### src/rtl/resq_pkg.sv
package resq_pkg;
  localparam int DEF_DEPTH  = 4;
  localparam int DEF_NPORT  = 5;
  localparam int DEF_NVC    = 2;
  localparam int DEF_DATA_W = 32;

  typedef struct packed {
    logic head;
    logic tail;
  } flit_mark_t;
endpackage

### src/rtl/resq_sched_fifo.sv
module resq_sched_fifo #(
  parameter int DEPTH = 4,
  parameter int ENT_W = 4
) (
  input  logic             clk,
  input  logic             rst,
  input  logic             wr_en,
  input  logic [ENT_W-1:0] wr_data,
  input  logic             rd_en,
  output logic [ENT_W-1:0] rd_data,
  output logic             full,
  output logic             empty
);
  localparam int PTR_W = (DEPTH > 1) ? $clog2(DEPTH) : 1;
  localparam int CNT_W = $clog2(DEPTH + 1);
  localparam logic [PTR_W-1:0] LAST = PTR_W'(DEPTH - 1);

  logic [ENT_W-1:0] mem [DEPTH];
  logic [PTR_W-1:0] wr_ptr, rd_ptr;
  logic [CNT_W-1:0] count;

  // storage without reset so it can map to on-chip memory
  always_ff @(posedge clk) begin
    if (wr_en) mem[wr_ptr] <= wr_data;
  end

  assign rd_data = mem[rd_ptr];
  assign full    = (count == CNT_W'(DEPTH));
  assign empty   = (count == '0);

  always_ff @(posedge clk) begin
    if (rst) begin
      wr_ptr <= '0;
      rd_ptr <= '0;
      count  <= '0;
    end else begin
      if (wr_en) wr_ptr <= (wr_ptr == LAST) ? '0 : wr_ptr + 1'b1;
      if (rd_en) rd_ptr <= (rd_ptr == LAST) ? '0 : rd_ptr + 1'b1;
      case ({wr_en, rd_en})
        2'b10:   count <= count + 1'b1;
        2'b01:   count <= count - 1'b1;
        default: count <= count;
      endcase
    end
  end

  assert_no_overflow_R2: assert property (@(posedge clk) disable iff (rst)
    wr_en |-> (count < CNT_W'(DEPTH)));
  assert_no_underflow_R3: assert property (@(posedge clk) disable iff (rst)
    rd_en |-> (count != '0));
  assert_count_hold_R6: assert property (@(posedge clk) disable iff (rst)
    (wr_en && rd_en) |=> $stable(count));
endmodule

### src/rtl/resq_out_stage.sv
module resq_out_stage #(
  parameter int PORT_W = 3,
  parameter int VC_W   = 1,
  parameter int DATA_W = 32
) (
  input  logic                clk,
  input  logic                rst,
  input  logic                fire,
  input  logic [PORT_W-1:0]   sel_port,
  input  logic [VC_W-1:0]     sel_vc,
  input  resq_pkg::flit_mark_t mark,
  input  logic [DATA_W-1:0]   payload,
  output logic                out_valid,
  output logic [PORT_W-1:0]   out_port,
  output logic [VC_W-1:0]     out_vc,
  output logic                out_head,
  output logic                out_tail,
  output logic [DATA_W-1:0]   out_payload
);
  always_ff @(posedge clk) begin
    if (rst) begin
      out_valid   <= 1'b0;
      out_port    <= '0;
      out_vc      <= '0;
      out_head    <= 1'b0;
      out_tail    <= 1'b0;
      out_payload <= '0;
    end else begin
      out_valid <= fire;
      if (fire) begin
        out_port    <= sel_port;
        out_vc      <= sel_vc;
        out_head    <= mark.head;
        out_tail    <= mark.tail;
        out_payload <= payload;
      end
    end
  end

  assert_fire_shows_R4: assert property (@(posedge clk) disable iff (rst)
    fire |=> out_valid);
  assert_idle_quiet_R7: assert property (@(posedge clk) disable iff (rst)
    !fire |=> !out_valid);
endmodule

### src/rtl/resq_steer.sv
module resq_steer #(
  parameter int DEPTH  = resq_pkg::DEF_DEPTH,
  parameter int NPORT  = resq_pkg::DEF_NPORT,
  parameter int NVC    = resq_pkg::DEF_NVC,
  parameter int DATA_W = resq_pkg::DEF_DATA_W,
  localparam int PORT_W = (NPORT > 1) ? $clog2(NPORT) : 1,
  localparam int VC_W   = (NVC > 1) ? $clog2(NVC) : 1
) (
  input  logic              clk,
  input  logic              rst,
  input  logic              ctl_valid,
  output logic              ctl_ready,
  input  logic [PORT_W-1:0] ctl_port,
  input  logic [VC_W-1:0]   ctl_vc,
  input  logic              dat_valid,
  output logic              dat_ready,
  input  logic              dat_head,
  input  logic              dat_tail,
  input  logic [DATA_W-1:0] dat_payload,
  output logic              out_valid,
  output logic [PORT_W-1:0] out_port,
  output logic [VC_W-1:0]   out_vc,
  output logic              out_head,
  output logic              out_tail,
  output logic [DATA_W-1:0] out_payload
);
  localparam int ENT_W = PORT_W + VC_W;

  logic             full, empty, push, accept, pop;
  logic [ENT_W-1:0] head_ent;
  resq_pkg::flit_mark_t mark;

  assign ctl_ready = !full;
  assign dat_ready = !empty;
  assign push      = ctl_valid && ctl_ready;
  assign accept    = dat_valid && dat_ready;
  assign pop       = accept && dat_tail;
  assign mark      = '{head: dat_head, tail: dat_tail};

  resq_sched_fifo #(.DEPTH(DEPTH), .ENT_W(ENT_W)) u_sched (
    .clk(clk), .rst(rst),
    .wr_en(push), .wr_data({ctl_port, ctl_vc}),
    .rd_en(pop), .rd_data(head_ent),
    .full(full), .empty(empty)
  );

  resq_out_stage #(.PORT_W(PORT_W), .VC_W(VC_W), .DATA_W(DATA_W)) u_out (
    .clk(clk), .rst(rst), .fire(accept),
    .sel_port(head_ent[ENT_W-1:VC_W]), .sel_vc(head_ent[VC_W-1:0]),
    .mark(mark), .payload(dat_payload),
    .out_valid(out_valid), .out_port(out_port), .out_vc(out_vc),
    .out_head(out_head), .out_tail(out_tail), .out_payload(out_payload)
  );

  assert_no_unrouted_R3: assert property (@(posedge clk) disable iff (rst)
    (dat_valid && !dat_ready) |=> !out_valid);
  assert_reset_state_R8: assert property (@(posedge clk)
    rst |=> (!out_valid && ctl_ready && !dat_ready));
endmodule

### config.mk
export PLATFORM = sky130hd
export DESIGN_NAME = resq_steer
export DESIGN_NICKNAME = d
export VERILOG_FILES = /design/src/rtl/resq_pkg.sv /design/src/rtl/resq_sched_fifo.sv /design/src/rtl/resq_out_stage.sv /design/src/rtl/resq_steer.sv
export SDC_FILE = /design/constraint.sdc
export NUM_CORES = 1
export LEC_CHECK = 0
export BUFFER_PORTS_ARGS = -buffer_cell sky130_fd_sc_hd__buf_2
export CAP_MARGIN = 20
export CORE_AREA = 5 5 84 86
export DETAILED_ROUTE_END_ITERATION = 8
export DIE_AREA = 0 0 89 91
export GPL_ROUTABILITY_DRIVEN = 0
export PLACE_DENSITY = 0.61
export RECOVER_POWER = 100
export SYNTH_ARGS = -nofsm -noshare
export SYNTH_HDL_FRONTEND = slang
export SYNTH_SLANG_ARGS = --single-unit
### constraint.sdc
create_clock -name clk -period 3.1 [get_ports clk]
set_input_delay 0.155 -clock clk [delete_from_list [all_inputs] [get_ports clk]]
set_output_delay 0.155 -clock clk [all_outputs]
set_load 0.01 [all_outputs]
Word-level counts from Yosys, hierarchy flattened
Memory sizes are Yosys's and may differ from the RTL's. A register that Yosys moved wholly into a read port is not among the register bits.
Index checks and enable logic that the tools add are counted.
{ "totals": {"register_bits": 42, "mem_bits_rw": 16, "inputBits": 42, "output_inout_bits": 41, "elab_cells": 29, "memories": 1} }
{ "memory_table": {"columns": ["memory", "depth", "word_bits", "read_ports", "rd_ports_with_merged_regs", "wr", "line_no", "source"], "rows": [
  ["u_sched.mem", 4, 4, 1, 1, 1, "resq_sched_fifo.sv:18", "logic [ENT_W-1:0] mem [DEPTH];"]
]} }
{ "classes": {"add_sub_neg": 4, "eq_ne": 5, "n_mux": 5, "n_reduce_logical": 7} }
{ "op_table": {"columns": ["op", "count"], "rows": [
  ["$eq 2x2->1 const B", 3],
  ["$pmux 3 s2", 1],
  ["$add 2x1->2 const B", 2],
  ["$mux 2", 2],
  ["$add 3x1->3 const B", 1],
  ["$eq 3x3->1 const B", 1],
  ["$logic_and 1x1->1", 3],
  ["$logic_not 3->1", 1],
  ["$sub 3x1->3 const B", 1],
  ["$eq 2x1->1 const B", 1],
  ["$logic_not 1->1", 2],
  ["$mux 1", 2],
  ["$reduce_bool 2->1", 1]
]} }

Logic depth before layout (Yosys ltp)
Gate-level depths: netlist (run 1).
{ "depth": {"ltp_word": 6, "ltp_mapped": 9, "ltp_nobuf": 8} }

Cells and area by module
Synthesis (run 1) repeated with hierarchy kept, for this count alone.
{ "unflattened": {"hier_cells": 198, "hier_area_um2": 2448.6} }
{ "by_module_without_submodules": {"columns": ["module", "n_inst", "cells_per_inst", "area_each_um2", "seq_area_each_um2"], "rows": [
  ["resq_out_stage", 1, 125, 1393.8, 780.7],
  ["resq_sched_fifo", 1, 68, 1026.0, 660.6],
  ["resq_steer", 1, 5, 28.8, 0.0]
]} }

Worst setup path before layout (run 1)
OpenSTA, ideal clock, no wires.
{ "synth_path": {"path_type": "flip-flop to flip-flop", "startpoint": "register u_sched.count[2]", "endpoint": "register u_sched.count[2]", "setup_time_ps": 70, "arrival_ps": 2117, "required_ps": 3030, "path_slack_ps": 913, "stages_incl_launch_ff": 10, "path_buffers": 1, "synth_period_minus_slack_ps": 2187, "path_cell_list": "dfxtp_1 or3b_1 buf_2 nand2_1 ha_1 inv_1 fa_1 xor2_1 or3_1 a21oi_1"} }
{ "synth_via": {"word_cells_on_any_way": 13, "classes_between": "2 x add/sub; 3 x eq/ne; 1 x mux; 7 x reduce/logical"} }
{ "synth_rtl": {"columns": ["item", "line_no", "source"], "rows": [
  ["from (decl)", "resq_sched_fifo.sv:20", "logic [CNT_W-1:0] count;"],
  ["from (signal assigned)", "resq_sched_fifo.sv:40", "2'b10: count <= count + 1'b1;"],
  ["from (signal assigned)", "resq_sched_fifo.sv:41", "2'b01: count <= count - 1'b1;"],
  ["from (signal assigned)", "resq_sched_fifo.sv:42", "default: count <= count;"],
  ["$eq 3x3->1 (*)", "resq_sched_fifo.sv:28", "assign full = (count == CNT_W'(DEPTH));"],
  ["$logic_not 1->1 (*)", "resq_steer.sv:33", "assign ctl_ready = !full;"],
  ["net ctl_ready", "resq_steer.sv:12", "output logic ctl_ready,"],
  ["$logic_and 1x1->1 (*)", "resq_steer.sv:35", "assign push = ctl_valid && ctl_ready;"],
  ["$eq 2x1->1 / $eq 2x2->1 (equally long branches)", "resq_sched_fifo.sv:39", "case ({wr_en, rd_en})"],
  ["$pmux 3 s2 / $reduce_bool 2->1 (equally long branches)", null, null]
]} }
The timed path passes the listed nets; every way through them passes the cells marked *.
A chain may end at the register's enable or synchronous reset.

Worst setup path in the final report (run 1)
{ "layout_path": {"startpoint": "register u_sched.count[2]", "endpoint": "register u_sched.count[2]"} }
{ "layout_via": {"elab_chain_len": 6, "word_cells_on_any_way": 13, "classes_between": "2 x add/sub; 3 x eq/ne; 1 x mux; 7 x reduce/logical"} }
{ "layout_lines": {"columns": ["item", "line_no", "source"], "rows": [
  ["$logic_not 3->1", "resq_sched_fifo.sv:29", "assign empty = (count == '0);"],
  ["$logic_not 1->1", "resq_steer.sv:34", "assign dat_ready = !empty;"],
  ["$logic_and 1x1->1", "resq_steer.sv:36", "assign accept = dat_valid && dat_ready;"],
  ["$logic_and 1x1->1", "resq_steer.sv:37", "assign pop = accept && dat_tail;"],
  ["$eq 2x1->1 / $eq 2x2->1 (equally long branches)", "resq_sched_fifo.sv:39", null],
  ["$pmux 3 s2 / $reduce_bool 2->1 (equally long branches)", null, null]
]} }
Parallel ways exist; a longest one is shown, timed or not.

==> run metrics, run 1 <==
R2R cell count 8; Setup crit end u_sched.count[2]$_SDFFE_PP0P_; post-place setup slack 716.7 ps; Fin Setup TNS 0 ps; Peak VDD IR 389.5 uV; vias in the first global route 1752; final hold slack approximately 56 ps; Skew-Pair Late Insertion Delay between 300 and 400 ps; Starting Density 38.01%; Synth Register Bits 62; Fin. Hold Viols 0; final-stage net count 369; die width 89 um; worst path bufs/invs 1; layout cells sized above 1 17.85%; combinational share of power 20.6%; switching share of total power 30.22%; Worst-path clk slew 70 ps; die area approximately 0.0081 sq mm; Pre-antenna DRT Iters 4; Hold Crit Class primary input to flip-flop; Routed WL ~5200 um; Antenna Nets Post-Route 0; synthesized instance count between 200 and 250; worst path cell trace or3b_1 -> nand2_1 -> ha_1 -> inv_1 -> fa_1 -> xor2_1 -> or3_1 -> a21oi_1; P_leak 1.103 nW; reg2reg start u_sched.count[2]$_SDFFE_PP0P_; Req. time, crit path between 3000 and 4000 ps; DR DRC count 0; Die H 91 um; CP Capture Type flip-flop; Num CTS Buffers 9; top cell type's share of synthesized area roughly two fifths; CP Max Fanout 10; Setup Viol. Count Final 0; r2r setup slk 700 ps; DR vias/cell around 4.6; dominant cells by area after synthesis dfxtp_1 (39%), edfxtp_1 (20%), nand2_1 (12%), a21oi_1 (8.9%), mux4_2 (3.8%); Synth area leader dfxtp_1; RSZ-0062 raised after global routing no; initial antenna violation count 0; IO Port Bufs 82; Post-CTS Hold Buffers 0; largest net degree at the start of global routing 47; Antenna diodes 0; First DRT Iteration DRCs 50; max-slew violations 79; GRT overflow 0; Max Root-Sink Buffers 2; Yosys cell types 24; Boundary Pins 83; PnR worst setup slack 703.6 ps; area growth from synthesis to layout 24.56%; Max Cap Viol 2; syn_area_per_cell 9.786 sq um; H-tree Lvls 3; Slowest cell on crit path or3b_1; FP Rows 29; slowest stage delay, CP 520 ps; internal power 1.445 mW; dpl hpwl 3466 um; family with the most delay on the worst path simple AND/OR/NAND/NOR gates; critical path depth in cells 8; most frequent cells in the layout nand2_1 (78), clkbuf_1 (49), dfxtp_1 (46); Total GRT Usage 12.79%; drt wl/cell 12.96 um; Post-Synthesis Cell Area 0.002359 sq mm; share of power burned in registers 47.9%; sw power 0.6259 mW; min Tclk post-route 2396 ps; outcome finished with violations; pin slew with the least headroom to its limit approximately 1700 ps; critical path class flip-flop to flip-flop; Top FF cell, synth dfxtp_1; TritonCTS clock tree done; slew margin rel. -15.00%; clock sinks 62; Arrival @ worst endpoint 2650 ps; # Post-CTS Setup Buffers 0; commonest non-fill, non-tap cell in the layout nand2_1; clock group share of total power 31.5%; Post-synth ARST share 0%; worst r2r dst u_sched.count[2]$_SDFFE_PP0P_; DR vias around 1900; number of flops mapped to enable cells by yosys 16; skew final 7.798 ps; CP startpoint u_sched.count[2]$_SDFFE_PP0P_; first-pass GRT wire length 8004 um; syn nets between 200 and 300; sequential share of the synthesized area 59.42%; crit share post-route 77.30%; FMAX about 420 MHz; Std-Cell Core Area 0.006205 sq mm; Synth warnings 0; PostCTS Resize Cnt 0; Root Driver clkbuf_8; startpoint types flip-flop; power per cell area 704.9 mW/mm^2; failing checks capacitance limit, slew limit
==> worst min-delay path by stage <==
| stage | from | end | cells past startpoint |
|---|---|---|---|
| 3_5_place_dp | ctl_vc | u_sched.mem[3][0]$_DFFE_PP_ | 1 |
| 5_1_grt | dat_payload[31] | u_out.out_payload[31]$_SDFFE_PP0N_ | 3 |
| 2_1_floorplan | ctl_vc | u_sched.mem[0][0]$_DFFE_PP_ | 0 |
| 4_1_cts | ctl_vc | u_sched.mem[1][0]$_DFFE_PP_ | 1 |
| 3_3_place_gp | ctl_vc | u_sched.mem[3][0]$_DFFE_PP_ | 1 |
| 6_report | dat_payload[2] | u_out.out_payload[2]$_SDFFE_PP0N_ | 3 |
==> Yosys cell counts, types with 2 or more instances <==
cell type,number
a21o_1,2
a21oi_1,42
a21oi_2,2
and3_1,4
buf_1,3
buf_2,6
clkbuf_1,6
dfxtp_1,46
edfxtp_1,16
ha_1,6
inv_1,6
mux4_2,4
nand2_1,78
nand3_1,3
nor2_1,5
or3_1,3
xor2_1,2
==> registers in the layout, indices dropped and copies added (netlist names) <==
name and count:
u_out.out_head 1, u_out.out_payload 32, u_out.out_port 3, u_out.out_tail 1, u_out.out_valid 1, u_out.out_vc 1, u_sched.count 3, u_sched.mem 16
u_sched.rd_ptr 2, u_sched.wr_ptr 2
==> cell type report <==
class	instances	area, sq um
Fill cell	624	3267
Sequential cell	62	1401
Multi-Input combinational cell	157	868.3
Timing Repair Buffer	84	361.6
Clock buffer	13	170.2
Tap cell	77	96.34
Inverter	6	22.52
Clock inverter	3	17.52
==> worst register-to-register path, delay by kind of cell, from the launching register on <==
kind                     cells  cell delay [ps]
buffers and inverters        1               60
XOR/XNOR                     1              160
AO/OA/AOI/OAI                1              140
AND/OR/NAND/NOR              3              970
adder cells (fa/ha/maj)      2              560
flip-flops                   1              440
==> per-layer routing <==
metal	vias to the layer above	routed length [um]	share of wire [%]	global-route usage, %
met1	830	2300	44	15.17
met3	11	499	9.6	3.620
met4	0	116	2.2	7.568
li1	963	-	-	-
met2	60	2292	44	20.30
met5	-	0	0	0
==> power groups by stage <==
stage	combinational [mW]	sequential, mW	clock [mW]
after global routing	0.484	1.01	0.715
after detailed placement	0.460	1.01	0
after floorplan	0.267	1.03	0
after global placement	0.452	1.01	0
after CTS	0.462	0.992	0.682
final	0.426	0.992	0.653
==> logic make-up (layout without fill, tap and decap cells) <==
family	count (synthesis)	after routing	share of synthesized area [%]
buffers and inverters	22	106	4.138
flip-flops	62	62	59.42
adder cells (fa/ha/maj)	7	7	4.032
AND/OR/NAND/NOR	94	94	16.07
XOR/XNOR	2	2	0.7428
AO/OA/AOI/OAI	50	50	11.78
multiplexers	4	4	3.820
==> stage by stage <==
step	std cells	util (%)	total power [mW]	cell area, sq um
4_1_cts	402	48.38	2.136	3002
3_5_place_dp	386	45.35	1.469	2814
5_1_grt	402	47.35	2.206	2938
6_report	402	47.35	2.071	2938
3_3_place_gp	386	45.35	1.459	2814
2_1_floorplan	241	-	1.300	2359
(Power assumes the default switching activity.)
==> run 2: changes to the inputs <==
--- a/config.mk
+++ b/config.mk
@@ -5,13 +5,14 @@
 export SDC_FILE = /design/constraint.sdc
 export NUM_CORES = 1
 export LEC_CHECK = 0
+export ABC_AREA = 1
 export BUFFER_PORTS_ARGS = -buffer_cell sky130_fd_sc_hd__buf_2
 export CAP_MARGIN = 20
-export CORE_AREA = 5 5 84 86
+export CORE_AREA = 5 5 90 92
 export DETAILED_ROUTE_END_ITERATION = 8
-export DIE_AREA = 0 0 89 91
+export DIE_AREA = 0 0 95 97
 export GPL_ROUTABILITY_DRIVEN = 0
-export PLACE_DENSITY = 0.61
+export PLACE_DENSITY = 0.59
 export RECOVER_POWER = 100
 export SYNTH_ARGS = -nofsm -noshare
 export SYNTH_HDL_FRONTEND = slang
==> constraint.sdc (replaced) <==
create_clock -name clk -period 2.5 [get_ports clk]
set_input_delay 0.125 -clock clk [delete_from_list [all_inputs] [get_ports clk]]
set_output_delay 0.125 -clock clk [all_outputs]
set_load 0.01 [all_outputs]
==> run 2 against run 1 <==
Compared with the run above: the flow now finishes without violations; fmax increased by 16%; non-clock buffer count increased by 1; clock power increased by 11%; cell area increased by 7.4%; critical endpoint is now u_out.out_vc$_SDFFE_PP0N_; highest routed layer unchanged.
==> run metrics, run 2 <==
outcome finished, final reports clean (was finished with violations); PostCTS Resize Cnt 0 (unchanged); layout cells sized above 1 20.88% (was 17.85%); Regs by FF count u_out.out_payload: 32 flops, u_sched.mem: 16 flops (unchanged); commonest non-fill, non-tap cell in the layout nand2_1 (unchanged); PnR worst setup slack 437.8 ps (was 703.6 ps); syn_area_per_cell 8.944 sq um (was 9.786 sq um); most frequent cells in the layout nand2_1 (53), dfxtp_1 (46), nand3_1 (45), clkbuf_1 (45), buf_2 (38) (was nand2_1 (78), clkbuf_1 (49), dfxtp_1 (46)); largest register by flop count u_out.out_payload (unchanged); Root Driver clkbuf_8 (unchanged); Pre-antenna DRT Iters 4 (unchanged); slew margin rel. 29.86% (was -15.00%); Antenna Nets Post-Route 0 (unchanged); GRT overflow 0 (unchanged); largest net degree at the start of global routing 44 (was 47); DR vias/cell 4.503 (was 4.637); switching share of total power 31.91% (was 30.22%); worst r2r dst u_out.out_vc$_SDFFE_PP0N_ (was u_sched.count[2]$_SDFFE_PP0P_); H-tree Lvls 3 (unchanged); IO Port Bufs 82 (unchanged); Peak VDD IR 290.9 uV (was 389.5 uV); TritonCTS clock tree done (unchanged); Std-Cell Core Area 0.007137 sq mm (was 0.006205 sq mm); Fin. Hold Viols 0 (unchanged); final-stage net count 433 (was 369); max-slew violations 0 (was 79); Arrival @ worst endpoint 2290 ps (was 2650 ps); skew final 6.422 ps (was 7.798 ps); Synth warnings 0 (unchanged); WHS Endpoint u_out.out_payload[26]$_SDFFE_PP0N_ (was u_out.out_payload[2]$_SDFFE_PP0N_); Post-Synthesis Cell Area 0.002719 sq mm (was 0.002359 sq mm); synthesized instance count 304 (was 241); Req. time, crit path 2730 ps (was 3350 ps); vias in the first global route 2121 (was 1752); most frequent cell after synthesis nand2_1 (unchanged); die width 95 um (was 89 um); CP Max Fanout 43 (was 10); Skew-Pair Late Insertion Delay 330 ps (about the same); Post-synth ARST share 0% (unchanged); die area 0.009215 sq mm (was 0.008099 sq mm); Synth area leader dfxtp_1 (unchanged); Setup Viol. Count Final 0 (unchanged); dominant cells by area after synthesis dfxtp_1 (34%), edfxtp_1 (18%), nand3_1 (8.3%), a21oi_2 (7.7%), nand2_1 (6.8%) (was dfxtp_1 (39%), edfxtp_1 (20%), nand2_1 (12%), a21oi_1 (8.9%), mux4_2 (3.8%)); internal power 1.651 mW (was 1.445 mW); Hold Crit Depth 2 (was 3); Max Root-Sink Buffers 2 (unchanged); Yosys cell types 20 (was 24); Synth Register Bits 62 (unchanged); fin area 0.003154 sq mm (was 0.002938 sq mm); Worst-path clk slew 60 ps (was 70 ps); Post-CTS Hold Buffers 0 (unchanged); syn nets 353 (was 290); Antenna diodes 0 (unchanged); dpl hpwl 4296 um (was 3466 um); Die H 97 um (was 91 um); First DRT Iteration DRCs 86 (was 50); Hold Crit Class primary input to flip-flop (unchanged); post-place setup slack 662.8 ps (was 716.7 ps); Boundary Pins 83 (unchanged); Total GRT Usage 13.50% (was 12.79%); max FFs per register 32 (unchanged); crit share post-route 82.49% (was 77.30%); first-pass GRT wire length 9901 um (was 8004 um); clock sinks 62 (unchanged); clock group share of total power 29.8% (was 31.5%); pin slew with the least headroom to its limit 1048 ps (was 1725 ps); FP Rows 31 (was 29); Hold Crit Start rst (was dat_payload[2]); P_leak 1.334 nW (was 1.103 nW); # Post-CTS Setup Buffers 0 (unchanged); r2r setup slk 440 ps (was 700 ps); startpoint types flip-flop (unchanged); DR DRC count 0 (unchanged); commonest cells in the netlist nand2_1 (49), dfxtp_1 (46), nand3_1 (45) (was nand2_1 (78), dfxtp_1 (46), a21oi_1 (42)); Top FF cell, synth dfxtp_1 (unchanged); DR vias 2193 (was 1864); CP Capture Type flip-flop (unchanged); Starting Density 38.10% (was 38.01%); combinational share of power 21.2% (was 20.6%); critical path class flip-flop to flip-flop (unchanged); power per cell area 768.8 mW/mm^2 (was 704.9 mW/mm^2); FMAX 484.9 MHz (was 417.3 MHz); Fin Setup TNS 0 ps (unchanged); FF/Latch Area 0.001401 sq mm (unchanged); Post-DP Area 0.003161 sq mm (was 0.002814 sq mm); multi-input logic area 962.2 sq um (was 868.3 sq um); Max Cap Viol 0 (was 2); reg2reg start u_sched.count[0]$_SDFFE_PP0P_ (was u_sched.count[2]$_SDFFE_PP0P_); share of power burned in registers 48.9% (was 47.9%); FILL cells 773 (was 624); RSZ-0062 raised after global routing no (unchanged); initial antenna violation count 0 (unchanged); drt wl/cell 12.72 um (was 12.96 um); number of flops mapped to enable cells by yosys 16 (unchanged); Num CTS Buffers 9 (unchanged); sequential share of the synthesized area 51.54% (was 59.42%); CP startpoint u_sched.count[0]$_SDFFE_PP0P_ (was u_sched.count[2]$_SDFFE_PP0P_); Routed WL 6194 um (was 5209 um); R2R cell count 7 (was 8); top cell type's share of synthesized area 33.87% (was 39.05%); min Tclk post-route 2062 ps (was 2396 ps); area growth from synthesis to layout 16.01% (was 24.56%); sw power 0.7737 mW (was 0.6259 mW)
-- run 2: changes by cell type in the layout (fill, tap and decap cells not counted), moves of 3 or more --
cell      before  now
nand3_1        3   45
mux4_2         4    0
inv_1          6   34
or3_1          3    0
and3_1         4    0
buf_4          0    3
nand2_2        0   22
a21oi_1       42   35
nand2_1       78   53
nor2_1         5   22
clkbuf_1      49   45
-- run 2: worst max-delay path by stage --
stage	slack, ps	end	cells after the start
2_1_floorplan	750	u_sched.count[2]$_SDFFE_PP0P_	12
3_3_place_gp	710	u_sched.count[2]$_SDFFE_PP0P_	12
3_5_place_dp	660	u_sched.count[2]$_SDFFE_PP0P_	12
4_1_cts	640	u_sched.count[2]$_SDFFE_PP0P_	12
5_1_grt	250	u_out.out_vc$_SDFFE_PP0N_	7
6_report	440	u_out.out_vc$_SDFFE_PP0N_	7
-- run 2: critical path, cell delays in order, from the launching register on --
cell and delay [ps]:
dfxtp_1 310, nor2_1 220, nand2_4 70, buf_4 250, nand2_2 810, nand2_1 120
nand2_1 100, nor2_1 50
-- run 2: power groups by stage --
stage | Clock, mW | Sequential [mW] | Combinational, mW
after floorplan | 0 | 1.23 | 0.393
after global placement | 0 | 1.21 | 0.574
after detailed placement | 0 | 1.21 | 0.580
after CTS | 0.744 | 1.19 | 0.581
after global routing | 0.782 | 1.20 | 0.583
final | 0.723 | 1.19 | 0.515
-- run 2: through the flow --
stage | instances | hold slack [ps] | total power [mW] | utilization, %
floorplan | 304 | 223.9 | 1.627 | -
global placement | 472 | 346.5 | 1.781 | 44.28
detailed placement | 472 | 351.7 | 1.789 | 44.28
CTS | 487 | 7.594 | 2.512 | 46.44
global route | 487 | 58.75 | 2.566 | 44.20
finish | 487 | 38.09 | 2.425 | 44.20
-- run 2: cell families (layout without fill, tap and decap cells) --
logic type | after synthesis | after routing | share of synthesized area [%]
fa+ha+maj | 7 | 7 | 3.497
simple gates | 143 | 143 | 25.08
compound gates | 40 | 40 | 10.68
buf+inv | 52 | 136 | 9.204
flops | 62 | 62 | 51.54
-- run 2: area by class of cell --
class | count | area share [%]
clock buffer | 10 | 4.046
clock inverter | 5 | 0.8330
inverter | 36 | 4.284
multi-input combinational | 190 | 30.50
sequential | 62 | 44.43
tap | 99 | 3.927
timing repair buffer | 85 | 11.98
-- run 2: routing by layer --
layer  routed length [um]  track usage, %  up-vias
met5                    0               0        -
met4                  131           6.881        0
met3                  321           2.483       13
met2                 2905           21.80       50
met1                 2835           16.94      995
li1                     -               -     1135
